===== src/rtl/irp_pkg.sv =====
package irp_pkg;

  typedef enum logic [2:0] {
    PK_NONE,
    PK_PROM,
    PK_CSR,
    PK_BCR,
    PK_PTR,
    PK_RST,
    PK_MODE
  } port_e;

  // 16-bit layout
  localparam logic [4:0] N_CSR = 5'h10;
  localparam logic [4:0] N_PTR = 5'h12;
  localparam logic [4:0] N_RST = 5'h14;
  localparam logic [4:0] N_BCR = 5'h16;
  // 32-bit layout
  localparam logic [4:0] W_CSR = 5'h10;
  localparam logic [4:0] W_PTR = 5'h14;
  localparam logic [4:0] W_RST = 5'h18;
  localparam logic [4:0] W_BCR = 5'h1C;

  // Reset value of bank register idx (CSR: zero, BCR: 0x1000 | idx)
  function automatic logic [15:0] bank_default(input bit is_bcr, input int idx);
    logic [15:0] v;
    v = is_bcr ? (16'h1000 | 16'(idx)) : 16'h0000;
    return v;
  endfunction

  // Station address window: sel = offset[2:1]
  function automatic logic [31:0] prom_read(input logic [47:0] sa, input logic wide,
                                            input logic [1:0] sel);
    logic [31:0] v;
    if (wide) v = sel[1] ? {16'h0, sa[47:32]} : sa[31:0];
    else begin
      case (sel)
        2'd0:    v = {16'h0, sa[15:0]};
        2'd1:    v = {16'h0, sa[31:16]};
        2'd2:    v = {16'h0, sa[47:32]};
        default: v = 32'h0;
      endcase
    end
    return v;
  endfunction

endpackage


===== src/rtl/irp_decode.sv =====
module irp_decode
  import irp_pkg::*;
(
  input  logic       wide_mode,
  input  logic       acc_valid,
  input  logic       acc_write,
  input  logic       acc_wide,
  input  logic [4:0] acc_offset,
  input  logic       wdata_zero,
  output port_e      kind
);

  always_comb begin
    kind = PK_NONE;
    if (acc_valid) begin
      if (!acc_write && acc_offset < 5'h08) begin
        kind = PK_PROM;
      end else if (!acc_write && ((!acc_wide && acc_offset == N_RST) ||
                                  (acc_wide && acc_offset == W_RST))) begin
        kind = PK_RST;
      end else if (!wide_mode && acc_wide && acc_write &&
                   acc_offset == N_CSR && wdata_zero) begin
        kind = PK_MODE;
      end else if (!wide_mode && !acc_wide) begin
        case (acc_offset)
          N_CSR:   kind = PK_CSR;
          N_PTR:   kind = PK_PTR;
          N_BCR:   kind = PK_BCR;
          default: kind = PK_NONE;
        endcase
      end else if (wide_mode && acc_wide) begin
        case (acc_offset)
          W_CSR:   kind = PK_CSR;
          W_PTR:   kind = PK_PTR;
          W_BCR:   kind = PK_BCR;
          default: kind = PK_NONE;
        endcase
      end
    end
  end

endmodule


===== src/rtl/irp_bank.sv =====
module irp_bank
  import irp_pkg::*;
#(
  parameter int REGS   = 16,
  parameter int REG_W  = 16,
  parameter int PTR_W  = 7,
  parameter bit IS_BCR = 1'b0
) (
  input  logic             clk,
  input  logic             rst_n,
  input  logic             clear,
  input  logic             wr_en,
  input  logic [PTR_W-1:0] idx,
  input  logic [REG_W-1:0] wdata,
  output logic [REG_W-1:0] rdata
);

  localparam int IDX_W = (REGS > 1) ? $clog2(REGS) : 1;

  logic [REG_W-1:0] regs [REGS];
  logic             hit;

  assign hit = int'(idx) < REGS;

  for (genvar g = 0; g < REGS; g++) begin : g_reg
    always_ff @(posedge clk or negedge rst_n) begin
      if (!rst_n)                                 regs[g] <= REG_W'(bank_default(IS_BCR, g));
      else if (clear)                             regs[g] <= REG_W'(bank_default(IS_BCR, g));
      else if (wr_en && hit && int'(idx) == g)    regs[g] <= wdata;
    end
  end

  always_comb begin
    rdata = '0;
    if (hit) rdata = regs[idx[IDX_W-1:0]];
  end

endmodule


===== src/rtl/indirect_reg_port.sv =====
module indirect_reg_port
  import irp_pkg::*;
#(
  parameter int          CSR_REGS     = 16,
  parameter int          BCR_REGS     = 8,
  parameter int          PTR_W        = 7,
  parameter logic [47:0] STATION_ADDR = 48'h6655_4433_2211
) (
  input  logic        clk,
  input  logic        rst_n,
  input  logic        acc_valid,
  input  logic        acc_write,
  input  logic        acc_wide,
  input  logic [4:0]  acc_offset,
  input  logic [31:0] acc_wdata,
  output logic        rd_valid,
  output logic [31:0] rd_data,
  output logic        wide_mode,
  output logic        soft_reset
);

  localparam int REG_W = 16;

  port_e            kind;
  logic [PTR_W-1:0] ptr_q;
  logic [REG_W-1:0] csr_rdata, bcr_rdata;
  logic             rst_hit, mode_hit, csr_we, bcr_we, ptr_we, rd_acc;
  logic             mode_q, soft_q, rd_valid_q;
  logic [31:0]      rd_data_q, rd_mux;

  irp_decode u_dec (
    .wide_mode (mode_q),
    .acc_valid (acc_valid),
    .acc_write (acc_write),
    .acc_wide  (acc_wide),
    .acc_offset(acc_offset),
    .wdata_zero(acc_wdata == 32'h0),
    .kind      (kind)
  );

  // Named internal events
  assign rst_hit  = (kind == PK_RST);
  assign mode_hit = (kind == PK_MODE);
  assign csr_we   = (kind == PK_CSR) && acc_write;
  assign bcr_we   = (kind == PK_BCR) && acc_write;
  assign ptr_we   = (kind == PK_PTR) && acc_write;
  assign rd_acc   = acc_valid && !acc_write;

  irp_bank #(.REGS(CSR_REGS), .REG_W(REG_W), .PTR_W(PTR_W), .IS_BCR(1'b0)) u_csr (
    .clk(clk), .rst_n(rst_n), .clear(rst_hit), .wr_en(csr_we),
    .idx(ptr_q), .wdata(acc_wdata[REG_W-1:0]), .rdata(csr_rdata)
  );

  irp_bank #(.REGS(BCR_REGS), .REG_W(REG_W), .PTR_W(PTR_W), .IS_BCR(1'b1)) u_bcr (
    .clk(clk), .rst_n(rst_n), .clear(rst_hit), .wr_en(bcr_we),
    .idx(ptr_q), .wdata(acc_wdata[REG_W-1:0]), .rdata(bcr_rdata)
  );

  always_ff @(posedge clk or negedge rst_n) begin
    if (!rst_n)       ptr_q <= '0;
    else if (rst_hit) ptr_q <= '0;
    else if (ptr_we)  ptr_q <= acc_wdata[PTR_W-1:0];
  end

  always_ff @(posedge clk or negedge rst_n) begin
    if (!rst_n)        mode_q <= 1'b0;
    else if (mode_hit) mode_q <= 1'b1;
  end

  always_ff @(posedge clk or negedge rst_n) begin
    if (!rst_n) soft_q <= 1'b0;
    else        soft_q <= rst_hit;
  end

  always_comb begin
    case (kind)
      PK_PROM: rd_mux = prom_read(STATION_ADDR, acc_wide, acc_offset[2:1]);
      PK_CSR:  rd_mux = {{(32-REG_W){1'b0}}, csr_rdata};
      PK_BCR:  rd_mux = {{(32-REG_W){1'b0}}, bcr_rdata};
      PK_PTR:  rd_mux = {{(32-PTR_W){1'b0}}, ptr_q};
      PK_RST:  rd_mux = 32'h0;
      default: rd_mux = 32'hFFFF_FFFF;
    endcase
  end

  always_ff @(posedge clk or negedge rst_n) begin
    if (!rst_n) begin
      rd_valid_q <= 1'b0;
      rd_data_q  <= '0;
    end else begin
      rd_valid_q <= rd_acc;
      if (rd_acc) rd_data_q <= rd_mux;
    end
  end

  assign rd_valid   = rd_valid_q;
  assign rd_data    = rd_data_q;
  assign wide_mode  = mode_q;
  assign soft_reset = soft_q;

endmodule


===== config.mk =====
export PLATFORM = sky130hd
export DESIGN_NAME = indirect_reg_port
export DESIGN_NICKNAME = d
export VERILOG_FILES = /design/src/rtl/irp_pkg.sv /design/src/rtl/irp_decode.sv /design/src/rtl/irp_bank.sv /design/src/rtl/indirect_reg_port.sv
export SDC_FILE = /design/constraint.sdc
export NUM_CORES = 1
export LEC_CHECK = 0
export ABC_AREA = 0
export CAP_MARGIN = 15
export CORE_ASPECT_RATIO = 2
export CORE_MARGIN = 1
export CORE_UTILIZATION = 45
export CTS_CLUSTER_DIAMETER = 50
export DETAILED_ROUTE_END_ITERATION = 10
export PLACE_DENSITY_LB_ADDON = 0.2
export SYNTH_ARGS = -nofsm -noshare
export SYNTH_HDL_FRONTEND = slang
export SYNTH_SLANG_ARGS = --single-unit

===== constraint.sdc =====
create_clock -name clk -period 4 [get_ports clk]
set_input_delay 0.4 -clock clk [delete_from_list [all_inputs] [get_ports clk]]
set_output_delay 0.4 -clock clk [all_outputs]
set_load 0.05 [all_outputs]

After elaboration in Yosys (flattened, before gate mapping) --
Cells that the tools add are included.
Word-level totals: register bits after elaboration 426, latch bits 0, bits in writable memories 0, ROM bits 0, word-level logic and storage cells 207, memories 0
Cells by class: $add $sub $neg 0, multiply operators 0, div/mod/pow operators 0, $lt $le $gt $ge 5, equal/unequal tests 29, shift operators 0, muxes and demuxes 70, bitwise operators 2, reduce and logical (&&, ||, !) cells 72
Operators by type and width (count):
- $mux W16 | 54
- $pmux W32 S5 | 1
- $bmux W16 S4 | 1
- $mux W31 | 2
- $eq A7 B5 Y1 const B | 8
- $reduce_bool A2 Y1 | 25
- $bmux W16 S3 | 1
- $pmux W15 S3 | 1
- $logic_and A1 B1 Y1 | 40
- $logic_not A32 Y1 | 1
- $eq A5 B5 Y1 const B | 6
- $eq A7 B4 Y1 const B | 4
- $mux W3 | 6
- $pmux W3 S3 | 2
- $eq A7 B3 Y1 const B | 2
- $mux W7 | 2
- $eq A3 B3 Y1 const B | 3
- $eq A7 B2 Y1 const B | 1
- $logic_not A7 Y1 | 1
- $lt A7 B4 Y1 const B | 1
- $lt A7 B5 Y1 const B | 1
- $eq A3 B2 Y1 const B | 2
- $ge A5 B5 Y1 const B | 1
- $lt A5 B4 Y1 const B | 1
- other kinds (9) | 11

Depth between registers and ports, before layout --
Gate-level depths: netlist (run 1).
word-level depth 15, mapped depth 11, gate-level depth less buffers 7

Hierarchy --
A second synthesis (run 1) with hierarchy kept.
Unflattened totals: cell total of the unflattened synthesis 1843, area, all modules 22186.3 sq um
Modules (own cells, without submodules):
- irp_bank at u_csr | times used 1, cells each 1068, area each 13417.9 sq um
- irp_bank at u_bcr | times used 1, cells each 569, area each 6810.3 sq um
- indirect_reg_port | times used 1, cells each 179, area each 1780.5 sq um
- irp_decode | times used 1, cells each 27, area each 177.7 sq um

Worst setup path after synthesis (run 1) --
No wires, ideal clock.
path kind reg-to-reg, start point reg mode_q, in the netlist wide_mode, end point reg u_bcr.regs[71] (netlist name), setup time 0.136 ns, arrival time 2.922 ns, path slack 0.941 ns, stages on the path, launching flop included 12, clock period less this slack 3.059 ns, cell sequence dfrtp_1 -> buf_4 -> xor2_1 -> or4_1 -> buf_2 -> a2111o_1 -> buf_6 -> or4_4 -> buf_6 -> buf_6 -> nand2_1 -> a21oi_1
Between the ends: word-level cells in the longest chain between the ends 14, elaborated cells between the ends (all ways) 20, those cells by class 2 x eq/ne; 7 x mux; 11 x reduce/logical
RTL lines:
- from (decl) | RTL line indirect_reg_port.sv:28 | logic mode_q, soft_q, rd_valid_q;
- from (signal assigned) | RTL line indirect_reg_port.sv:66 | if (!rst_n) mode_q <= 1'b0;
- from (signal assigned) | RTL line indirect_reg_port.sv:67 | else if (mode_hit) mode_q <= 1'b1;
- $logic_not A1 Y1 | RTL line irp_decode.sv:21, irp_decode.sv:24
- $logic_and A1 B1 Y1 (3 in series) | RTL line irp_decode.sv:21 | end else if (!wide_mode && acc_wide && acc_write &&
- $logic_and A1 B1 Y1 | RTL line irp_decode.sv:22 | acc_offset == N_CSR && wdata_zero) begin
- $mux W3 * | RTL line irp_decode.sv:21
- $mux W3 * | RTL line irp_decode.sv:18 | end else if (!acc_write && ((!acc_wide && acc_offset == N_RST) ||
- $mux W3 * | RTL line irp_decode.sv:16 | if (!acc_write && acc_offset < 5'h08) begin
- $mux W3 * | RTL line irp_decode.sv:15 | if (acc_valid) begin
- $eq A3 B2 Y1 | RTL line indirect_reg_port.sv:45 | assign bcr_we = (kind == PK_BCR) && acc_write;
- $logic_and A1 B1 Y1 | RTL line indirect_reg_port.sv:45
- $logic_and A1 B1 Y1 (2 in series) | RTL line irp_bank.sv:29 | else if (wr_en && hit && int'(idx) == g) regs[g] <= wdata;
- $reduce_bool A2 Y1 (no line)
- to (signal, indexed assignment) | RTL line irp_bank.sv:27 | if (!rst_n) regs[g] <= REG_W'(bank_default(IS_BCR, g));
- to (signal, indexed assignment) | RTL line irp_bank.sv:28 | else if (clear) regs[g] <= REG_W'(bank_default(IS_BCR, g));
- to (decl) | RTL line irp_bank.sv:20 | logic [REG_W-1:0] regs [REGS];
Every way passes the cells marked *; elsewhere a longest branch is shown, timed or not. A chain may end at the register's enable or synchronous reset.

Final worst setup path (run 1) --
start point in acc_wide, end point reg rd_data_q[14], in the netlist rd_data[14]
Between the ends: word-level cells in the longest chain between the ends 10, elaborated cells between the ends (all ways) 24, those cells by class 5 x eq/ne; 8 x mux; 11 x reduce/logical
RTL lines:
- from (decl) | RTL line indirect_reg_port.sv:13 | input logic acc_wide,
- $logic_and A1 B1 Y1 (3 in series) | RTL line irp_decode.sv:21
- $logic_and A1 B1 Y1 | RTL line irp_decode.sv:22
- $mux W3 | RTL line irp_decode.sv:21
- $mux W3 | RTL line irp_decode.sv:18
- $mux W3 | RTL line irp_decode.sv:16
- $mux W3 | RTL line irp_decode.sv:15
- $eq A3 B3 Y1 (tied with other cells) | RTL line indirect_reg_port.sv:76 | case (kind)
- $pmux W32 S5 * | RTL line indirect_reg_port.sv:76
- to (signal assigned) | RTL line indirect_reg_port.sv:92 | if (rd_acc) rd_data_q <= rd_mux;
- to (decl) | RTL line indirect_reg_port.sv:29 | logic [31:0] rd_data_q, rd_mux;
Marked as above.

==> results of run 1 <==
==> path summary, 6_finish.rpt <==
path,from,end,slack (ns)
max in group asynchronous,rst_n,ptr_q[1],2.43
setup / recovery,acc_wide,rd_data[14],0.78
hold / removal,rst_n,u_csr.regs[248],0.47
min in group clk,u_bcr.regs[124],u_bcr.regs[124],0.48
hold reg to reg,u_bcr.regs[124],u_bcr.regs[124],0.48
setup reg to reg,wide_mode,u_bcr.regs[40],0.86
==> flip-flops by register name (all words and copies together), names as in the netlist <==
name / cells
soft_reset: 1
u_csr.regs: 256
rd_valid: 1
rd_data: 18
u_bcr.regs: 128
ptr_q: 7
wide_mode: 1
==> where the power goes <==
group	internal [W]	leakage (nW)	switching [W]
sequential	0.00423	5.58	0.000159
combinational	0.000447	3.88	0.000766
clock	0.00216	0.641	0.00162
==> per-layer routing <==
layer / GRT usage / up-vias
met1: 0.315 / 7753
li1: - / 6751
met5: 0 / -
met4: 0.127 / 0
met2: 0.479 / 414
met3: 0.0256 / 130
==> layout by cell type (no fill, tap or decap), types with 3 or more instances in the layout <==
cell type / instances
or3_1: 6
mux2i_1: 192
dfrtp_1: 389
clkdlybuf4s50_1: 75
a41oi_1: 3
buf_12: 10
nor3_2: 5
clkbuf_8: 11
a31oi_1: 17
a21oi_1: 187
nor4_4: 8
or4_1: 3
nand4_1: 11
inv_1: 10
nor2_2: 4
nor3_4: 4
o21ai_0: 11
dfstp_2: 20
and3_1: 4
clkbuf_1: 12
nand2_1: 450
buf_4: 91
nor2_1: 220
nor4_1: 9
a22oi_1: 13
ha_1: 4
mux4_2: 110
clkbuf_16: 41
and2_1: 3
clkinv_2: 4
nand3_1: 34
nor2_4: 4
==> metrics by stage <==
| stage | total power, W | hold WS [ns] | std cells |
|---|---|---|---|
| floorplan | 0.00519 | 0.104 | 1955 |
| global placement | 0.00569 | 0.468 | 2497 |
| detailed placement | 0.00570 | 0.477 | 2498 |
| CTS | 0.00949 | 0.486 | 2571 |
| global route | 0.00972 | 0.503 | 2571 |
| finish | 0.00939 | 0.471 | 2571 |
==> area by class of cell <==
cell class | instances | area share
clock buffers | 64 | 0.0525
well taps | 560 | 0.0301
flip-flops and latches | 412 | 0.444
repair buffers | 179 | 0.0714
multi-input cells | 1335 | 0.396
clock inverters | 8 | 0.00328
inverters | 13 | 0.00242
==> cells by family after synthesis <==
| group | count (synthesis) |
|---|---|
| simple gates | 780 |
| flops | 412 |
| mux | 304 |
| compound gates | 246 |
| buf+inv | 208 |
| fa+ha+maj | 4 |
| xor+xnor | 1 |
==> worst max-delay path: stages <==
cell and delay, ns:
clkdlybuf4s50_1 0.54, buf_4 0.23, nor4b_1 0.31, buf_2 0.25
nand4_1 0.38, nor3_1 0.39, o21ai_1 0.22, a31oi_1 0.70
a21oi_1 0.16
==> metrics.yaml, run 1 <==
synth-xor-area-share: 0.000427
first_iter_violations: 963
reg2reg_depth: 8
wl_per_cell_um: 23.3
core_um2: 45000
crit_required_ns: 4.37
status: "finished clean"
drive_gt1_frac: 0.165
m1WireLength_mm: 22.6
final_max_slew_viol_count: 0
rsz0062_at_grt: "no"
yosys_warnings: 0
ant_nets: 0
irDropWorstVdd_uv: 265
route.met3.wl_mm: 2.34
grt_max_degree: 102
multi_input_area_um2: 9240
synth_top_area_share: 0.478
diodes: 0
syn_area_um2: 20500
area_growth_pct: 13.6
grt_pass1_wl_mm: 94.2
tns_ns: 0
cts_root_buf: "clkbuf_16"
dr.max_layer_used: "met4"
skew_ns: 0.0101
critPathArrivalTime_ns: 3.60
cap_violations: 0
cts_max_level: 2
netlist_top_cells_count: "nand2_1 (450), dfrtp_1 (392), nor2_1 (220)"
rows: 110
vias_per_cell: 5.85
min_path_type: "in2async"
synth_cells: 1955
cts_tree: "yes"
cts_sinks: 412
place_hpwl_mm: 39.4
synth-seq-area-share: 0.504
synth_nets: 2001
hold_buffers: 1
synthAdderAreaFrac: 0.00244
setup_ws_ns: 0.775
numCtsBuffers: 40
hold_viol: 0
synth-edff-count: 0
regArea_um2: 10300
timing.final.crit_share: 0.806
routed_wl_mm: 59.9
ys_ff_latch: 412
fmax_mhz: 310
cts_resized: 0
muxShareOfSynthArea: 0.216
synthArstFlopShare: 1.00
pwr_density_cell_nw_per_um2: 403
dp_slack_ns: 0.265
power.leakage_nw: 10.1
period_minus_slack_ns: 3.22
cp-end-kind: "flop"
synthSimpleGateAreaFrac: 0.164
design_area_um2: 23300
startpoint_type: "input port"
first_pass_iters: 5
synth.area.top_cells: "dfrtp_1 (48%), mux4_2 (12%), mux2i_1 (9.4%), nand2_1 (8.2%), a21oi_1 (4.6%)"
grt_overflow: 0
postCtsSetupBuffers: 0
synth_ff_type: "dfrtp_1"
vias: 15000
synth_area_leader_cell: "dfrtp_1"
synth_top_family_by_area: "multiplexers"
place_area_um2: 22000
initial_core_util: 0.456
grt_usage: 0.265
gp_congestion: 0.865
finish.utilization: 0.518
drc: 0
clk_latency_ns: 0.54
die_w_um: 153
synth_cell_types: 58
antenna_found_initial: 0
slew_headroom: 0.231
worst_pin_slew_ns: 1.15
grt_pass1_vias: 15700
syn_area_per_cell_um2: 10.5
path_max_fanout: 16
num_io_pins: 77
yosysMostFrequentCell: "nand2_1"
nFillCells: 3945
port_buffers: 76
die_height_um: 304
finalSetupViolCount: 0
clkTransAtPathRegs_ns: 0.06
final_nets: 2027
wl_met2_mm: 32.2
dieArea_um2: 46500
cts_buffer_depth: 3
synth-compound-area-share: 0.0659
crit_type: "in2reg"
Note: power is estimated with default switching activity, not from simulation.
==> run 2, diff against run 1 <==
==> constraint.sdc (replaced) <==
create_clock -name clk -period 3.4 [get_ports clk]
set_input_delay 0.34 -clock clk [delete_from_list [all_inputs] [get_ports clk]]
set_output_delay 0.34 -clock clk [all_outputs]
set_load 0.05 [all_outputs]
==> run 2 against run 1 <==
  * Worst hold slack worse by 0.14 ns
  * Sequential share of layout area is 0.94 points lower
  * Global-route usage is 0.098 points higher
  * Clock skew is 0.0092 ns higher
  * Critical path depth stayed put
  * Sequential power is 17% higher
  * Sequential cell count stayed put
  * Register-to-register slack worse by 0.48 ns
  * Power is 21% higher
  * Design area is 2.2% higher
  * Combinational power is 25% higher
  * Critical endpoint unchanged
  * Largest cell class unchanged
==> metrics.yaml, run 2 (synthesis gave the netlist of run 1 again) <==
pwr_density_cell_nw_per_um2: 477
nFillCells: 3914
die_height_um: 304
regArea_um2: 10300
area_growth_pct: 16.0
fmax_mhz: 301
largest_reg_flops: 256
skew_ns: 0.0193
final_common_cell: "nand2_1"
final_nets: 2049
numCtsBuffers: 40
grt_overflow: 0
ant_nets: 0
diodes: 0
cts_root_buf: "clkbuf_16"
crit_required_ns: 3.82
first_iter_violations: 960
vias: 15100
die_w_um: 153
top_register: "u_csr.regs"
cap_violations: 0
final_max_slew_viol_count: 0
clk_latency_ns: 0.55
clkTransAtPathRegs_ns: 0.07
antenna_found_initial: 0
drc: 0
cts_tree: "yes"
grt_max_degree: 100
final_cell_mix: "nand2_1 (450), dfrtp_1 (389), nor2_1 (220), mux2i_1 (192), a21oi_1 (187)"
grt_usage: 0.266
timing.final.crit_share: 0.976
crit_type: "in2reg"
initial_core_util: 0.456
cts_max_level: 2
wl_per_cell_um: 23.2
worst_pin_slew_ns: 0.776
drive_gt1_frac: 0.177
hold_viol: 0
num_io_pins: 77
cp-end-kind: "flop"
grt_pass1_vias: 15700
routed_wl_mm: 60.1
grt_pass1_wl_mm: 93.9
path_max_fanout: 12
core_um2: 45000
first_pass_iters: 5
min_path_type: "in2async"
multi_input_area_um2: 9240
p_total_w: 0.0113
cts_sinks: 412
vias_per_cell: 5.81
rsz0062_at_grt: "no"
finish.utilization: 0.529
period_minus_slack_ns: 3.32
status: "finished clean"
finalSetupViolCount: 0
dieArea_um2: 46500
place_hpwl_mm: 39.9
slew_headroom: 0.481
rows: 110
gp_congestion: 0.876
power.leakage_nw: 10.3
cts_buffer_depth: 3
critPathArrivalTime_ns: 3.74
port_buffers: 76
irDropWorstVdd_uv: 286
startpoint_type: "input port"
[run 2: changes by cell type in the layout (fill, tap and decap cells not counted), moves of 2 or more]
cell,delta
buf_12,+20
clkbuf_1,-6
buf_4,+3
bufinv_16,+3
clkbuf_8,-3
inv_8,+3
clkinv_2,+2
[run 2: critical path: stages]
cell             delay, ns
clkdlybuf4s50_1       0.61
buf_4                 0.23
nor4b_2               0.55
nand4_1               0.48
nor3_1                0.42
o21ai_1               0.23
a31oi_1               0.58
buf_4                 0.23
a21oi_1               0.06
[run 2: power breakdown]
part	internal, W	switching, W	total (W)	leakage (nW)
registers	0.00498	0.000144	0.00512	5.58
logic	0.000547	0.000962	0.00151	4.04
clock network	0.00272	0.00200	0.00471	0.681
[run 2: area by class of cell]
cell class,count,area share
sequential,412,0.435
multi-input combinational,1335,0.388
timing repair buffer,201,0.0875
clock buffer,55,0.0487
tap,560,0.0294
clock inverter,17,0.00915
inverter,13,0.00237
[run 2: final timing paths]
path | start | end | slack (ns) | cells past startpoint
setup / recovery | acc_wide | rd_data[14] | 0.08 | 9
hold / removal | rst_n | u_csr.regs[216] | 0.33 | 2
setup reg to reg | wide_mode | rd_data[14] | 0.38 | 8
hold reg to reg | u_bcr.regs[124] | u_bcr.regs[124] | 0.48 | 2
max in group asynchronous | rst_n | u_bcr.regs[32] | 1.99 | 3
min in group clk | u_bcr.regs[124] | u_bcr.regs[124] | 0.48 | 2
[run 2: through the flow]
| stage | hold WS, ns | TNS, ns | cells | cell area (um2) | setup slack [ns] |
|---|---|---|---|---|---|
| after floorplan | 0.0444 | 0 | 1955 | 20500 | 0.341 |
| after global placement | 0.354 | -7.25 | 2520 | 22400 | -0.948 |
| after detailed placement | 0.359 | -7.64 | 2520 | 22400 | -0.974 |
| after CTS | 0.364 | 0 | 2593 | 23800 | 0.0923 |
| after global routing | 0.406 | 0 | 2593 | 23800 | 0.137 |
| final | 0.331 | 0 | 2593 | 23800 | 0.0831 |
[run 2: repair_timing]
item	CTS	global route
gates resized for setup	1	0
endpoints found under the hold margin	68	0
endpoints found under the setup margin	6	0
hold buffers	1	0
setup buffers	0	0
[run 2: layer usage]
layer | share of wire | up-vias | track usage
met5 | 0 | - | 0
met1 | 0.37 | 7669 | 0.309
met2 | 0.54 | 444 | 0.486
li1 | - | 6792 | -
met3 | 0.038 | 151 | 0.0248
met4 | 0.051 | 0 | 0.133
